--- config.mk ---
export PLATFORM = sky130hd
export DESIGN_NAME = serial_rx_tagged
export DESIGN_NICKNAME = d
export VERILOG_FILES = /design/src/rtl/srx_pkg.sv /design/src/rtl/srx_deframer.sv /design/src/rtl/srx_fifo.sv /design/src/rtl/srx_idle_timer.sv /design/src/rtl/serial_rx_tagged.sv
export SDC_FILE = /design/constraint.sdc
export NUM_CORES = 1
export LEC_CHECK = 0
export BUFFER_PORTS_ARGS = -buffer_cell sky130_fd_sc_hd__buf_2
export CORE_ASPECT_RATIO = 0.7
export CORE_MARGIN = 1.5
export CORE_UTILIZATION = 55
export CTS_CLUSTER_DIAMETER = 100
export DETAILED_ROUTE_END_ITERATION = 12
export GPL_ROUTABILITY_DRIVEN = 0
export GPL_TIMING_DRIVEN = 0
export PLACE_DENSITY = 0.79
export SLEW_MARGIN = 20
export SYNTH_ARGS = -nofsm -noshare
export SYNTH_HDL_FRONTEND = slang
export SYNTH_SLANG_ARGS = --single-unit
--- constraint.sdc ---
create_clock -name clk -period 2.8 [get_ports clk]
set_input_delay 0.28 -clock clk [delete_from_list [all_inputs] [get_ports clk]]
set_output_delay 0.28 -clock clk [all_outputs]
set_load 0.01 [all_outputs]
--- src/rtl/srx_pkg.sv ---
package srx_pkg;
  localparam int DATA_W = 8;
  localparam int WORD_W = DATA_W + 3;

  typedef enum logic [2:0] {
    S_IDLE, S_START, S_DATA, S_PAR, S_STOP, S_WAITHI
  } rx_state_e;

  typedef struct packed {
    logic              brk;
    logic              par_err;
    logic              frm_err;
    logic [DATA_W-1:0] data;
  } rx_word_t;
endpackage

--- src/rtl/srx_deframer.sv ---
module srx_deframer
  import srx_pkg::*;
#(
  parameter int OVS = 16
) (
  input  logic     clk,
  input  logic     rst_n,
  input  logic     tick,
  input  logic     line,
  input  logic     enable,
  input  logic     par_en,
  input  logic     par_even,
  input  logic [1:0] len_code,
  output logic     push,
  output rx_word_t word,
  output logic     busy
);
  localparam int CW = $clog2(OVS);
  localparam logic [CW-1:0] HALF = CW'(OVS/2 - 1);
  localparam logic [CW-1:0] FULL = CW'(OVS - 1);

  rx_state_e           state;
  logic [CW-1:0]       tcnt;
  logic [2:0]          bidx;
  logic [DATA_W-1:0]   sr;
  logic                par_acc, par_bad, nonzero;
  logic [2:0]          last_idx;

  assign last_idx = {1'b0, len_code} + 3'd4;
  assign busy     = (state != S_IDLE);

  always_ff @(posedge clk or negedge rst_n) begin
    if (!rst_n) begin
      state <= S_IDLE; tcnt <= '0; bidx <= '0; sr <= '0;
      par_acc <= 1'b0; par_bad <= 1'b0; nonzero <= 1'b0;
      push <= 1'b0; word <= '0;
    end else begin
      push <= 1'b0;
      if (!enable) begin
        state <= S_IDLE;
      end else begin
        unique case (state)
          S_IDLE: if (tick && !line) begin
            state <= S_START; tcnt <= '0;
          end
          S_START: if (tick) begin
            if (tcnt == HALF) begin
              tcnt <= '0;
              if (!line) begin
                state <= S_DATA; bidx <= '0; sr <= '0;
                par_acc <= 1'b0; par_bad <= 1'b0; nonzero <= 1'b0;
              end else begin
                state <= S_IDLE;
              end
            end else tcnt <= tcnt + 1'b1;
          end
          S_DATA: if (tick) begin
            if (tcnt == FULL) begin
              tcnt    <= '0;
              sr      <= {line, sr[DATA_W-1:1]};
              par_acc <= par_acc ^ line;
              nonzero <= nonzero | line;
              if (bidx == last_idx) state <= par_en ? S_PAR : S_STOP;
              else bidx <= bidx + 1'b1;
            end else tcnt <= tcnt + 1'b1;
          end
          S_PAR: if (tick) begin
            if (tcnt == FULL) begin
              tcnt    <= '0;
              par_bad <= par_acc ^ line ^ ~par_even;
              nonzero <= nonzero | line;
              state   <= S_STOP;
            end else tcnt <= tcnt + 1'b1;
          end
          S_STOP: if (tick) begin
            if (tcnt == FULL) begin
              tcnt         <= '0;
              push         <= 1'b1;
              word.data    <= sr >> (2'd3 - len_code);
              word.frm_err <= ~line;
              word.par_err <= par_en & par_bad;
              word.brk     <= ~line & ~nonzero;
              state        <= line ? S_IDLE : S_WAITHI;
            end else tcnt <= tcnt + 1'b1;
          end
          S_WAITHI: if (line) state <= S_IDLE;
          default: state <= S_IDLE;
        endcase
      end
    end
  end


  push_single_chk: assert property (@(posedge clk) disable iff (!rst_n)
    push |=> !push);

  disabled_idle_chk: assert property (@(posedge clk) disable iff (!rst_n)
    !enable |=> (state == S_IDLE && !push));
endmodule

--- src/rtl/srx_fifo.sv ---
module srx_fifo #(
  parameter int W     = 11,
  parameter int DEPTH = 16
) (
  input  logic         clk,
  input  logic         rst_n,
  input  logic         push,
  input  logic [W-1:0] din,
  input  logic         flush,
  input  logic         out_ready,
  output logic         out_valid,
  output logic [W-1:0] dout,
  output logic [$clog2(DEPTH):0] count,
  output logic         overrun
);
  localparam int AW = $clog2(DEPTH);
  localparam int CW = AW + 1;

  logic [W-1:0]  mem [DEPTH];
  logic [AW-1:0] wptr, rptr;
  logic          full, do_push, do_pop;

  assign full      = (count == CW'(DEPTH));
  assign out_valid = (count != '0);
  assign dout      = mem[rptr];
  assign do_push   = push && !full;
  assign do_pop    = out_valid && out_ready;

  always_ff @(posedge clk) begin
    if (do_push && !flush) mem[wptr] <= din;
  end

  always_ff @(posedge clk or negedge rst_n) begin
    if (!rst_n) begin
      wptr <= '0; rptr <= '0; count <= '0; overrun <= 1'b0;
    end else if (flush) begin
      wptr <= '0; rptr <= '0; count <= '0; overrun <= 1'b0;
    end else begin
      if (push && full) overrun <= 1'b1;
      if (do_push) wptr <= (wptr == AW'(DEPTH-1)) ? '0 : wptr + 1'b1;
      if (do_pop)  rptr <= (rptr == AW'(DEPTH-1)) ? '0 : rptr + 1'b1;
      count <= count + CW'(do_push) - CW'(do_pop);
    end
  end


  no_overflow_chk: assert property (@(posedge clk) disable iff (!rst_n)
    count <= CW'(DEPTH));

  flush_clear_chk: assert property (@(posedge clk) disable iff (!rst_n)
    flush |=> (count == '0 && !overrun));

  overrun_cause_chk: assert property (@(posedge clk) disable iff (!rst_n)
    $rose(overrun) |-> $past(push && full));
endmodule

--- src/rtl/srx_idle_timer.sv ---
module srx_idle_timer #(
  parameter int OVS   = 16,
  parameter int LIM_W = 5
) (
  input  logic             clk,
  input  logic             rst_n,
  input  logic             tick,
  input  logic             busy,
  input  logic             not_empty,
  input  logic             activity,
  input  logic [LIM_W-1:0] limit,
  output logic             flag
);
  localparam int TW = $clog2(OVS);

  logic [TW-1:0]    tcnt;
  logic [LIM_W-1:0] bcnt;

  always_ff @(posedge clk or negedge rst_n) begin
    if (!rst_n) begin
      tcnt <= '0; bcnt <= '0; flag <= 1'b0;
    end else if (activity || !not_empty) begin
      tcnt <= '0; bcnt <= '0; flag <= 1'b0;
    end else if (limit != '0 && !flag && !busy && tick) begin
      tcnt <= tcnt + 1'b1;
      if (tcnt == TW'(OVS-1)) begin
        bcnt <= bcnt + 1'b1;
        if (bcnt + 1'b1 == limit) flag <= 1'b1;
      end
    end
  end


  timeout_nonempty_chk: assert property (@(posedge clk) disable iff (!rst_n)
    flag |-> not_empty);
endmodule

--- src/rtl/serial_rx_tagged.sv ---
module serial_rx_tagged
  import srx_pkg::*;
#(
  parameter int DEPTH = 16,
  parameter int OVS   = 16
) (
  input  logic        clk,
  input  logic        rst_n,
  input  logic        os_tick,
  input  logic        rx_pin,
  input  logic        lb_tx,
  input  logic        rx_en,
  input  logic        lb_en,
  input  logic        par_en,
  input  logic        par_even,
  input  logic [1:0]  len_code,
  input  logic [4:0]  idle_limit,
  input  logic [3:0]  thresh,
  input  logic        fifo_flush,
  output logic        out_valid,
  input  logic        out_ready,
  output logic [10:0] out_word,
  output logic        not_empty,
  output logic        overrun,
  output logic        fill_hit,
  output logic        idle_timeout
);
  localparam int CW = $clog2(DEPTH) + 1;

  logic [1:0]    sync_q;
  logic          line, push, busy;
  rx_word_t      word;
  logic [CW-1:0] count;

  always_ff @(posedge clk or negedge rst_n) begin
    if (!rst_n) sync_q <= 2'b11;
    else        sync_q <= {sync_q[0], lb_en ? lb_tx : rx_pin};
  end
  assign line = sync_q[1];

  srx_deframer #(.OVS(OVS)) u_deframer (
    .clk(clk), .rst_n(rst_n), .tick(os_tick), .line(line), .enable(rx_en),
    .par_en(par_en), .par_even(par_even), .len_code(len_code),
    .push(push), .word(word), .busy(busy)
  );

  srx_fifo #(.W(WORD_W), .DEPTH(DEPTH)) u_fifo (
    .clk(clk), .rst_n(rst_n), .push(push), .din(word), .flush(fifo_flush),
    .out_ready(out_ready), .out_valid(out_valid), .dout(out_word),
    .count(count), .overrun(overrun)
  );

  srx_idle_timer #(.OVS(OVS), .LIM_W(5)) u_timer (
    .clk(clk), .rst_n(rst_n), .tick(os_tick), .busy(busy),
    .not_empty(out_valid),
    .activity(push || fifo_flush || (out_valid && out_ready)),
    .limit(idle_limit), .flag(idle_timeout)
  );

  assign not_empty = out_valid;
  assign fill_hit  = (count != '0) && (count >= CW'(thresh));
endmodule

==> impl_metrics.sql <==
INSERT INTO impl_metrics (metric_group, metric, value, unit) VALUES
('cells_and_area', 'nets', '762', ''),
('power', 'seq_power_share', '0.450', ''),
('drt', 'routed_wire_length_per_instance', '21.8', 'um'),
('yosys', 'dominant_combinational_cell_family_by_area_after_synthesis', 'multiplexers', ''),
('drt', 'routed_wl', '21200', 'um'),
('timing', 'finalCritPeriodShare', '0.976', ''),
('clock_network', 'cts_buffers', '22', ''),
('die', 'die_height', '117', 'um'),
('clock_network', 'clkLatencyLatePin', '0.51', 'ns'),
('critical_path', 'critical_path_class', 'reg -> out', ''),
('hold_path', 'hold_class', 'in -> reg', ''),
('yosys', 'synthDominantCellAreaShare', '0.522', ''),
('yosys', 'synth_commonest_cells', 'edfxtp_1, dfrtp_1, mux4_2, nand2_1, nor2_1', ''),
('yosys', 'synth_cell_types', '54', ''),
('grt', 'maximum_number_of_pins_on_one_net_before_global_route_repair', '60', ''),
('critical_path', 'worst_ep_required_time', '2.52', 'ns'),
('critical_path', 'crit_path_max_incr_delay', '0.56', 'ns'),
('yosys', 'synthMuxAreaShare', '0.136', ''),
('power', 'internal_portion_of_total_power', '6560', 'uW'),
('run', 'max-cap-violations', '0', ''),
('yosys', 'ys_async_sr_fraction', '0.251', ''),
('drt', 'vias', '5819', ''),
('timing', 'max_slew.worst_pin.slew', '0.773', 'ns'),
('clock_network', 'tritoncts_clock_tree', 'done', ''),
('yosys', 'leading_cell_types_by_total_area_after_synthesis', 'edfxtp_1, dfrtp_1, mux4_2', ''),
('die', 'core_area', '18000', 'sq um'),
('critical_path', 'critical_path.cell_chain', 'buf_12, buf_12, mux4_2, mux4_2, buf_6', ''),
('grt', 'gr-usage-all-layers', '0.233', ''),
('cells_and_area', 'share_of_layout_cells_above_drive_strength_1', '0.262', ''),
('place', 'placement.io_buffers', '35', ''),
('yosys', 'synth-edff-count', '176', ''),
('drt', 'avgViaCountPerCell', '5.99', ''),
('power', 'power.share.combinational', '0.191', ''),
('timing', 'worst_slew_margin_rel', '0.485', ''),
('drt', 'remaining_drc_errors', '0', ''),
('yosys', 'yosys.area_share.xor_xnor', '0.0182', ''),
('critical_path', 'cp_top_family', 'multiplexers', ''),
('die', 'fp.dieW', '165', 'um'),
('critical_path', 'cp_num_buf_inv', '3', ''),
('grt', 'via_count_of_the_first_global_routing_pass', '5999', ''),
('drt', 'drtAntennaViolNets', '0', ''),
('grt', 'peak_usage_layer_in_the_global_routing_report', 'met2', ''),
('yosys', 'synth_cells', '648', ''),
('grt', 'grt_util_met3', '0.0433', ''),
('power', 'pd_cells', '761', 'nW/um^2'),
('critical_path', 'worstPathArrival', '2.45', 'ns'),
('power', 'swShare', '0.261', ''),
('grt', 'antenna_violations_before_repair', '0', ''),
('die', 'fp-row-count', '41', ''),
('clock_network', 'clk_pin_slew_worst_paths', '0.07', 'ns'),
('power', 'clock_power_share', '0.360', ''),
('timing', 'setup_ws', '0.0663', 'ns'),
('yosys', 'synth.yosys.seq_area_share', '0.667', ''),
('critical_path', 'cpMaxStageDelayCell', 'mux4_2', ''),
('timing', 'drv_slew', '0', ''),
('cells_and_area', 'antenna_cells', '0', ''),
('timing', 'timing.fmax', '366', 'MHz'),
('clock_network', 'clock_tree.buffer_depth', '3', ''),
('timing', 'setup_skew_after_layout', '0.0255', 'ns'),
('die', 'floorplan.initialDensity', '0.563', ''),
('drt', 'drt-initial-drc-count', '624', ''),
('place', 'dp_worst_setup_slack', '-0.322', 'ns'),
('yosys', 'syn-num-nets', '690', ''),
('timing', 'hold-worst-slack', '0.0227', 'ns'),
('yosys', 'synth.cell_area', '10100', 'sq um'),
('power', 'power_switching', '2320', 'uW'),
('yosys', 'synth_flop_cell', 'edfxtp_1', ''),
('grt', 'wire_length_of_the_first_global_routing_pass', '33100', 'um'),
('place', 'place_hpwl', '13900', 'um'),
('run_status', 'run_status', 'complete, no violations', ''),
('timing', 'report.final.hold_viol_count', '0', '');
worst reg2reg max path: cells and delay by family, from the launching register on:
kind	cells	cell delay [ns]
DFF	1	0.39
and+or+nand+nor	4	0.81
buffers and inverters	5	0.34
AOI/OAI and AO/OA	2	0.25
adders and majority gates	4	0.86
per-stage QoR:
step / instances / setup TNS [ns] / util / area (sq um) / total power, uW
global route: 972 / -0.0342 / 0.648 / 11700 / 9250
finish: 972 / 0 / 0.648 / 11700 / 8880
detailed placement: 923 / -2.06 / 0.593 / 10700 / 5480
global placement: 919 / -21.69 / 0.589 / 10600 / 5380
floorplan: 648 / 0 / - / 10100 / 5090
CTS: 968 / -0.00808 / 0.643 / 11600 / 8790
cells in the final DEF (no fill, tap or decap), types with 3 or more instances in the layout:
cell	count
mux4_2	55
or4_1	3
nor2_1	28
buf_12	4
bufinv_16	5
nor3b_1	3
mux2_2	3
nor3_2	4
a21oi_1	18
buf_2	39
buf_6	6
dfrtp_1	56
inv_1	31
clkbuf_16	22
xnor2_1	13
clkinv_1	5
clkinvlp_4	3
a22o_1	3
nand3_1	21
buf_4	12
nor2_2	12
mux2i_1	11
nand2b_1	7
edfxtp_1	176
or3_1	3
o21ai_0	35
clkbuf_1	13
xor2_1	8
a21o_1	3
nor2b_1	5
nor3_1	6
a31oi_1	4
nand2_1	49
ha_1	17
state kept, by name, indices dropped and copies added (netlist names), 2 cells and up:
name / count
u_fifo.mem: 176
u_fifo.wptr: 4
u_fifo.count: 5
u_timer.bcnt: 5
sync_q: 2
u_deframer.tcnt: 4
u_deframer.word: 11
u_deframer.sr: 8
u_deframer.bidx: 3
u_deframer.state: 3
u_fifo.rptr: 4
u_timer.tcnt: 4
cell families (layout without fill, tap and decap cells):
family,Yosys count,in the layout
buffers and inverters,64,152
adders and majority gates,20,20
xor gates and xnor gates,21,21
DFF,235,235
muxes,69,69
AOI/OAI and AO/OA,87,87
and+or+nand+nor,152,152
power by group through the flow:
stage	sequential (uW)	clock (uW)	combinational, uW
after floorplan	4010	0	1070
after global placement	4040	0	1340
after detailed placement	4050	0	1430
after CTS	3980	3230	1580
after global routing	4010	3390	1860
final	3990	3190	1690
cell type report:
type	count	area, sq um
timing repair buffer	49	319
sequential	235	6770
clock buffer	24	558
tap	236	295
fill	1212	6330
clock inverter	16	218
buffer	31	221
multi-input combinational	349	3180
inverter	32	120
final timing paths:
path	start	to	depth (start not counted)
setup / recovery	u_fifo.rptr[0]$_DFFE_PN0P_	out_word[9]	5
hold / removal	rx_pin	sync_q[0]$_DFF_PN1_	2
setup reg to reg	u_fifo.count[2]$_DFF_PN0_	u_fifo.count[4]$_DFF_PN0_	15
hold reg to reg	sync_q[0]$_DFF_PN1_	sync_q[1]$_DFF_PN1_	0
max in group asynchronous	rst_n	u_fifo.rptr[0]$_DFFE_PN0P_	2
min in group asynchronous	rst_n	u_deframer.word[10]$_DFFE_PN0P_	2
layer usage:
metal	share of wire	wire, um
met3	0.070	1480
met2	0.49	10400
met4	0.018	387
met5	0	0
met1	0.42	8980
timing repair:
action | CTS | global route
pin swaps | 2 | 3
buffers inserted | 5 | 4
cloned | 0 | 0
hold endpoints to repair | 57 | 0
hold buffers | 1 | 0
endpoints found under the setup margin | 71 | 42
gates resized for setup | 25 | 13
Note: power is estimated with default switching activity, not from simulation.
